[src/rtl/pfc_pkg.sv]
package pfc_pkg;

    typedef enum logic [2:0] {
        ST_LOAD,
        ST_FIELD_DIV,
        ST_POST_DIV,
        ST_BUS_GO,
        ST_BUS_WAIT,
        ST_IDLE
    } calc_state_t;

    typedef enum logic [1:0] {
        PM_OFF,
        PM_STRAP,
        PM_REF,
        PM_FIELD
    } pll_mode_t;

    localparam int CFG_W = 32;

    // variant A control bits and fields
    localparam int A_OFF_BIT = 17;
    localparam int A_BYP_BIT = 18;
    localparam int A_PRG_BIT = 19;
    localparam int A_N_LSB   = 5;
    localparam int A_N_W     = 6;
    localparam int A_OD_BIT  = 4;
    localparam int A_D_LSB   = 0;
    localparam int A_D_W     = 4;

    // variant B control bits and fields
    localparam int B_OFF_BIT = 19;
    localparam int B_BYP_BIT = 20;
    localparam int B_P_LSB   = 13;
    localparam int B_P_W     = 6;
    localparam int B_M_LSB   = 5;
    localparam int B_M_W     = 8;
    localparam int B_N_LSB   = 0;
    localparam int B_N_W     = 5;

    // bus divider field in the clock-select word
    localparam int PDIV_LSB  = 23;
    localparam int PDIV_W    = 3;

    function automatic pll_mode_t decode_mode(input logic is_b, input logic [CFG_W-1:0] cfg);
        pll_mode_t m;
        if (is_b) begin
            if (cfg[B_OFF_BIT])      m = PM_OFF;
            else if (cfg[B_BYP_BIT]) m = PM_REF;
            else                     m = PM_FIELD;
        end else begin
            if (cfg[A_OFF_BIT])      m = PM_OFF;
            else if (!cfg[A_PRG_BIT]) m = PM_STRAP;
            else if (cfg[A_BYP_BIT]) m = PM_REF;
            else                     m = PM_FIELD;
        end
        return m;
    endfunction

endpackage

[src/rtl/pfc_ref_decode.sv]
module pfc_ref_decode #(
    parameter int FREQ_W = 32
) (
    input  logic              sel25,
    input  logic              sel48,
    input  logic [1:0]        tbl_sel,
    output logic [FREQ_W-1:0] ref_hz,
    output logic [FREQ_W-1:0] tbl_hz
);

    localparam logic [FREQ_W-1:0] HZ_25M = FREQ_W'(25_000_000);
    localparam logic [FREQ_W-1:0] HZ_48M = FREQ_W'(48_000_000);
    localparam logic [FREQ_W-1:0] HZ_24M = FREQ_W'(24_000_000);
    localparam logic [FREQ_W-1:0] ONE_MHZ = FREQ_W'(1_000_000);

    logic [9:0] tbl_mhz;

    always_comb begin
        if (sel25)      ref_hz = HZ_25M;
        else if (sel48) ref_hz = HZ_48M;
        else            ref_hz = HZ_24M;
    end

    always_comb begin
        unique case ({sel25, tbl_sel})
            3'b000:  tbl_mhz = 10'd384;
            3'b001:  tbl_mhz = 10'd360;
            3'b010:  tbl_mhz = 10'd336;
            3'b011:  tbl_mhz = 10'd408;
            3'b100:  tbl_mhz = 10'd400;
            3'b101:  tbl_mhz = 10'd375;
            3'b110:  tbl_mhz = 10'd350;
            default: tbl_mhz = 10'd425;
        endcase
        tbl_hz = FREQ_W'(tbl_mhz) * ONE_MHZ;
    end

endmodule

[src/rtl/pfc_seq_div.sv]
module pfc_seq_div #(
    parameter int W = 32
) (
    input  logic         clk,
    input  logic         rst_n,
    input  logic         start,
    input  logic [W-1:0] num,
    input  logic [W-1:0] den,
    output logic         done,
    output logic [W-1:0] quot
);

    localparam int CNT_W = $clog2(W + 1);
    localparam logic [CNT_W-1:0] STEPS = CNT_W'(W);
    localparam logic [CNT_W-1:0] LAST  = CNT_W'(1);

    logic [W-1:0]     rem_q;
    logic [W-1:0]     quo_q;
    logic [W-1:0]     den_q;
    logic [CNT_W-1:0] cnt_q;
    logic             run_q;

    logic [W:0]       rem_sh;
    logic             fits;
    logic [W:0]       rem_nx;

    always_comb begin
        rem_sh = {rem_q, quo_q[W-1]};
        fits   = (rem_sh >= {1'b0, den_q});
        rem_nx = fits ? (rem_sh - {1'b0, den_q}) : rem_sh;
    end

    always_ff @(posedge clk or negedge rst_n) begin
        if (!rst_n) begin
            rem_q <= '0;
            quo_q <= '0;
            den_q <= '0;
            cnt_q <= '0;
            run_q <= 1'b0;
            done  <= 1'b0;
        end else if (start) begin
            rem_q <= '0;
            quo_q <= num;
            den_q <= den;
            cnt_q <= STEPS;
            run_q <= 1'b1;
            done  <= 1'b0;
        end else if (run_q) begin
            rem_q <= rem_nx[W-1:0];
            quo_q <= {quo_q[W-2:0], fits};
            cnt_q <= cnt_q - LAST;
            if (cnt_q == LAST) begin
                run_q <= 1'b0;
                done  <= 1'b1;
            end
        end else begin
            done <= 1'b0;
        end
    end

    assign quot = quo_q;

endmodule

[src/rtl/pllfreq_calc.sv]
module pllfreq_calc
    import pfc_pkg::*;
#(
    parameter int FREQ_W = 32
) (
    input  logic              clk,
    input  logic              rst_n,
    input  logic              req,
    input  logic              variant_b,
    input  logic              strap_ref25,
    input  logic              strap_ref48,
    input  logic [1:0]        strap_pll_sel,
    input  logic [31:0]       pll_cfg,
    input  logic [31:0]       clk_sel,
    output logic              busy,
    output logic              valid,
    output logic [FREQ_W-1:0] ref_hz,
    output logic [FREQ_W-1:0] pll_hz,
    output logic [FREQ_W-1:0] bus_hz
);

    localparam logic [FREQ_W-1:0] ONE = FREQ_W'(1);
    localparam logic [FREQ_W-1:0] TWO = FREQ_W'(2);

    calc_state_t       state_q, state_d;
    pll_mode_t         mode_live;

    logic              var_q;
    logic [CFG_W-1:0]  cfg_q;
    logic [31:0]       sel_q;
    logic [FREQ_W-1:0] ref_w;
    logic [FREQ_W-1:0] pll_w;

    logic [FREQ_W-1:0] ref_live;
    logic [FREQ_W-1:0] tbl_live;

    logic              dv_go;
    logic [FREQ_W-1:0] dv_num;
    logic [FREQ_W-1:0] dv_den;
    logic              dv_done;
    logic [FREQ_W-1:0] dv_quot;

    pfc_ref_decode #(.FREQ_W(FREQ_W)) u_ref (
        .sel25   (strap_ref25),
        .sel48   (strap_ref48),
        .tbl_sel (strap_pll_sel),
        .ref_hz  (ref_live),
        .tbl_hz  (tbl_live)
    );

    pfc_seq_div #(.W(FREQ_W)) u_div (
        .clk   (clk),
        .rst_n (rst_n),
        .start (dv_go),
        .num   (dv_num),
        .den   (dv_den),
        .done  (dv_done),
        .quot  (dv_quot)
    );

    assign mode_live = decode_mode(variant_b, pll_cfg);

    // state register
    always_ff @(posedge clk or negedge rst_n) begin
        if (!rst_n) state_q <= ST_LOAD;
        else        state_q <= state_d;
    end

    // next state and divider control
    always_comb begin
        state_d = state_q;
        dv_go   = 1'b0;
        dv_num  = '0;
        dv_den  = '0;
        if (req) begin
            state_d = ST_LOAD;
        end else begin
            unique case (state_q)
                ST_LOAD: begin
                    if (mode_live == PM_FIELD) begin
                        dv_go = 1'b1;
                        if (variant_b) begin
                            dv_num = FREQ_W'(pll_cfg[B_M_LSB +: B_M_W]) + ONE;
                            dv_den = FREQ_W'(pll_cfg[B_N_LSB +: B_N_W]) + ONE;
                        end else begin
                            dv_num = FREQ_W'(pll_cfg[A_N_LSB +: A_N_W]) + TWO;
                            dv_den = FREQ_W'(pll_cfg[A_D_LSB +: A_D_W]) + ONE;
                        end
                        state_d = ST_FIELD_DIV;
                    end else begin
                        state_d = ST_BUS_GO;
                    end
                end
                ST_FIELD_DIV: begin
                    if (dv_done) begin
                        if (var_q) begin
                            dv_go   = 1'b1;
                            dv_num  = dv_quot;
                            dv_den  = FREQ_W'(cfg_q[B_P_LSB +: B_P_W]) + ONE;
                            state_d = ST_POST_DIV;
                        end else begin
                            state_d = ST_BUS_GO;
                        end
                    end
                end
                ST_POST_DIV: begin
                    if (dv_done) state_d = ST_BUS_GO;
                end
                ST_BUS_GO: begin
                    dv_go   = 1'b1;
                    dv_num  = pll_w;
                    dv_den  = FREQ_W'(sel_q[PDIV_LSB +: PDIV_W]) + ONE;
                    state_d = ST_BUS_WAIT;
                end
                ST_BUS_WAIT: begin
                    if (dv_done) state_d = ST_IDLE;
                end
                ST_IDLE: begin
                    state_d = ST_IDLE;
                end
                default: state_d = ST_LOAD;
            endcase
        end
    end

    // datapath and committed outputs
    always_ff @(posedge clk or negedge rst_n) begin
        if (!rst_n) begin
            var_q  <= 1'b0;
            cfg_q  <= '0;
            sel_q  <= '0;
            ref_w  <= '0;
            pll_w  <= '0;
            ref_hz <= '0;
            pll_hz <= '0;
            bus_hz <= '0;
        end else if (!req) begin
            case (state_q)
                ST_LOAD: begin
                    var_q <= variant_b;
                    cfg_q <= pll_cfg;
                    sel_q <= clk_sel;
                    ref_w <= ref_live;
                    case (mode_live)
                        PM_OFF:   pll_w <= '0;
                        PM_STRAP: pll_w <= tbl_live;
                        PM_REF:   pll_w <= ref_live;
                        default:  pll_w <= pll_w;
                    endcase
                end
                ST_FIELD_DIV: begin
                    if (dv_done && !var_q)
                        pll_w <= ref_w * (cfg_q[A_OD_BIT] ? dv_quot : (dv_quot << 1));
                end
                ST_POST_DIV: begin
                    if (dv_done) pll_w <= ref_w * dv_quot;
                end
                ST_BUS_WAIT: begin
                    if (dv_done) begin
                        ref_hz <= ref_w;
                        pll_hz <= pll_w;
                        bus_hz <= var_q ? (dv_quot >> 2) : (dv_quot >> 1);
                    end
                end
                default: ;
            endcase
        end
    end

    always_comb begin
        busy  = (state_q != ST_IDLE);
        valid = (state_q == ST_IDLE);
    end

endmodule

[config.mk]
export PLATFORM = sky130hd
export DESIGN_NAME = pllfreq_calc
export DESIGN_NICKNAME = d
export VERILOG_FILES = /design/src/rtl/pfc_pkg.sv /design/src/rtl/pfc_ref_decode.sv /design/src/rtl/pfc_seq_div.sv /design/src/rtl/pllfreq_calc.sv
export SDC_FILE = /design/constraint.sdc
export NUM_CORES = 2
export LEC_CHECK = 0
export BUFFER_PORTS_ARGS = -buffer_cell sky130_fd_sc_hd__buf_2
export CORE_ASPECT_RATIO = 0.5
export CORE_MARGIN = 2
export CORE_UTILIZATION = 40
export DETAILED_ROUTE_END_ITERATION = 8
export HOLD_SLACK_MARGIN = 0.06
export REMOVE_ABC_BUFFERS = 1
export SLEW_MARGIN = 20
export SYNTH_ARGS = -nofsm -noshare
export SYNTH_HDL_FRONTEND = slang
export SYNTH_SLANG_ARGS = --single-unit
[constraint.sdc]
create_clock -name clk -period 7.52 [get_ports clk]
set_input_delay 0.752 -clock clk [delete_from_list [all_inputs] [get_ports clk]]
set_output_delay 0.752 -clock clk [all_outputs]
set_load 0.005 [all_outputs]
==> run_results.csv <==
group,metric,value,unit
run_status,status,"completed",
place,gp_congestion,0.9545,
die,core-area,0.06892,sq mm
drt,ant_nets,0,
sta,hold_ws,0.2793,ns
logic_synthesis,ys_top_cells_by_count,"inv_1, fa_1, ha_1",
sta,clock_skew,0.01647,ns
worst_setup_path,worstSetupPathType,"flop to flop",
drt,drc,0,
die,num_rows,68,
die,die_w,376.9,microns
clock_tree,cts_buffer_depth,2,
clock_tree,cts_made_buffers,17,
finish,layout-drive-gt1-share,0.1662,
logic_synthesis,yosysMostFrequentCell,"inv_1",
clock_tree,worst_skew_pair.late_latency,0.48,ns
sta,slew_violations,0,
sta,period_needed,7.366,ns
logic_synthesis,synth_area_leader_cell,"fa_1",
drt,wire_per_inst,20.11,microns
global_routing,overflow,0,
logic_synthesis,synth-async-reset-ratio,1.000,
place,dp.cells,4088,
clock_tree,cts_tree,"yes",
min_path,hold_path_class,"input pin to asynchronous set/reset pin",
logic_synthesis,ys_seq_elements,190,
global_routing,antenna_found_initial,2,
drt,firstDrtPassIters,7,
finish,stdcell_count,4132,
die,die_area,0.07180,sq mm
logic_synthesis,ys.flop_type,"dfrtp_1",
global_routing,grt_pass1_wl,130500,microns
place,io_buffers,107,
drt,wl,83080,microns
logic_synthesis,synth_area,0.02782,sq mm
logic_synthesis,synth_seq_area_share,0.1709,
sta,relSlewSlack,0.1851,
clock_tree,clkTransAtPathRegs,0.09,ns
run,cap_violations,0,
finish,fin_nets,3978,
finish,area_growth,13.66,%
worst_setup_path,cp.required,7.88,ns
logic_synthesis,yosys_warnings,0,
logic_synthesis,syn_inst,3016,
die,die_h,190.5,microns
worst_setup_path,start_kind,"flop",
sta,finalCritPeriodShare,0.9795,
logic_synthesis,avgSynthCellArea,9.223,sq um
global_routing,first_global_vias,21880,
sta,rsz0062_at_grt,"yes",
die,start_util,0.4036,
global_routing,grt_max_degree,85,
logic_synthesis,yosysTopAreaCellShare,0.2656,
worst_setup_path,cp_max_fo,7,
die,num_io_pins,170,
clock_tree,cts_sinks,190,
logic_synthesis,synth_area_leaders,"fa_1, dfrtp_1, ha_1, inv_1, xnor2_1",
worst_setup_path,r2r-end,"pll_w[31]$_DFFE_PN0P_",
place,place_hpwl,68730,microns
worst_setup_path,crit_arrival,7.73,ns
worst_setup_path,timing.rr.start,"cfg_q[4]$_DFFE_PN0P_",
clock_tree,ctsRootBufferMaster,"clkbuf_16",
sta,finalHoldViolations,0,
logic_synthesis,ys_types,72,
sta,setup_viol,0,
clock_tree,cts_max_level,4,
drt,via_per_inst,5.142,
worst_setup_path,reg2reg_depth,26,
clock_tree,cts_hold_repair.buffers,0,
worst_setup_path,reg2reg_slack,0.15,ns
sta,worstMarginPinSlew,1.192,ns
logic_synthesis,synth-edff-count,0,
global_routing,grt_use_total,0.2393,
worst_setup_path,crit_path_end_kind,"flop",
drt,vias,21250,
drt,first_iter_violations,1675,
sta,fmax,0.1358,GHz
-- layout by cell type, fill, tap and decap left out, types with 28 or more instances in the layout --
cell type,count
ha_1,321
fa_1,356
nor2b_1,56
and2_1,120
buf_2,106
xor2_1,56
mux2i_1,43
dfrtp_1,182
mux2_2,49
inv_1,572
o21ai_0,112
a21oi_1,153
xnor2_1,104
buf_4,190
nor2_1,113
nand2_1,207
and3_1,28
-- critical path, cell delays in order, from the launching register on --
cell and delay, ns:
dfrtp_2 0.45, buf_6 0.14, buf_8 0.13, mux2_4 0.33
nand2_2 0.09, inv_2 0.04, fa_2 0.47, fa_1 0.60
inv_2 0.05, fa_1 0.47, fa_2 0.38, fa_1 0.57
inv_2 0.05, fa_1 0.55, inv_2 0.04, fa_1 0.53
inv_2 0.06, fa_2 0.37, xnor2_2 0.14, xnor2_1 0.13
xnor2_1 0.26, xnor2_1 0.13, xnor2_1 0.20, xnor3_1 0.29
or3_4 0.42, a32oi_2 0.24, a21oi_1 0.09
-- logic make-up (layout without fill, tap and decap cells) --
kind of cell	after synthesis	after routing	share of synthesized area
adder cells (fa/ha/maj)	700	700	0.4144
flip-flops	190	190	0.1709
AO/OA/AOI/OAI	433	433	0.09346
buffers and inverters	755	937	0.1068
multiplexers	106	106	0.04075
AND/OR/NAND/NOR	668	668	0.1212
other	1	25	0.0001348
XOR/XNOR	163	163	0.05231
-- cell type report --
class / instances / area (sq um)
Antenna cell: 3 / 7.507
Clock buffer: 20 / 466.7
Clock inverter: 12 / 118.9
Fill cell: 6628 / 37300
Inverter: 595 / 2233
Multi-Input combinational cell: 2092 / 20720
Sequential cell: 190 / 4765
Tap cell: 910 / 1139
Timing Repair Buffer: 310 / 2168
-- sequential cells by signal (all words and copies together), names as in the netlist, 26 cells and up --
| name | flops |
|---|---|
| u_div.rem_q | 32 |
| pll_w | 26 |
| pll_hz | 26 |
| u_div.quot | 32 |
| bus_hz | 31 |
-- repair_timing --
action,in CTS,in global routing
gates resized for setup,20,123
endpoints found under the setup margin,4,9
pin swaps,7,69
buffers inserted,1,10
-- how the worst max path moves through the flow --
stage | from | endpoint
detailed placement | cfg_q[4]$_DFFE_PN0P_ | pll_w[31]$_DFFE_PN0P_
finish | cfg_q[4]$_DFFE_PN0P_ | pll_w[31]$_DFFE_PN0P_
floorplan | req | pll_hz[10]$_DFFE_PN0P_
global route | cfg_q[4]$_DFFE_PN0P_ | pll_w[31]$_DFFE_PN0P_
CTS | cfg_q[4]$_DFFE_PN0P_ | pll_w[31]$_DFFE_PN0P_
global placement | cfg_q[4]$_DFFE_PN0P_ | pll_w[31]$_DFFE_PN0P_
-- metrics by stage --
step                      utilization  worst slack, ns  cell area, sq um  setup TNS, ns
final                          0.4588           0.1541             31620              0
after global routing           0.4587         -0.08915             31610        -0.1828
after CTS                      0.4511         -0.03330             31080       -0.03330
after detailed placement       0.4413          -0.2896             30420        -0.5994
after global placement         0.4413          -0.2495             30420        -0.4786
after floorplan                     -           -1.704             27160         -93.46
-- metal layers --
| metal | global-route usage | wire length [microns] |
|---|---|---|
| met3 | 0.03644 | 5365 |
| met1 | 0.3470 | 38450 |
| met4 | 0.05723 | 1765 |
| met2 | 0.3754 | 37490 |
| met5 | 0 | 0 |
Power is not shown: default switching activity piles up to over one toggle a cycle in this logic, so the estimate is an artifact.
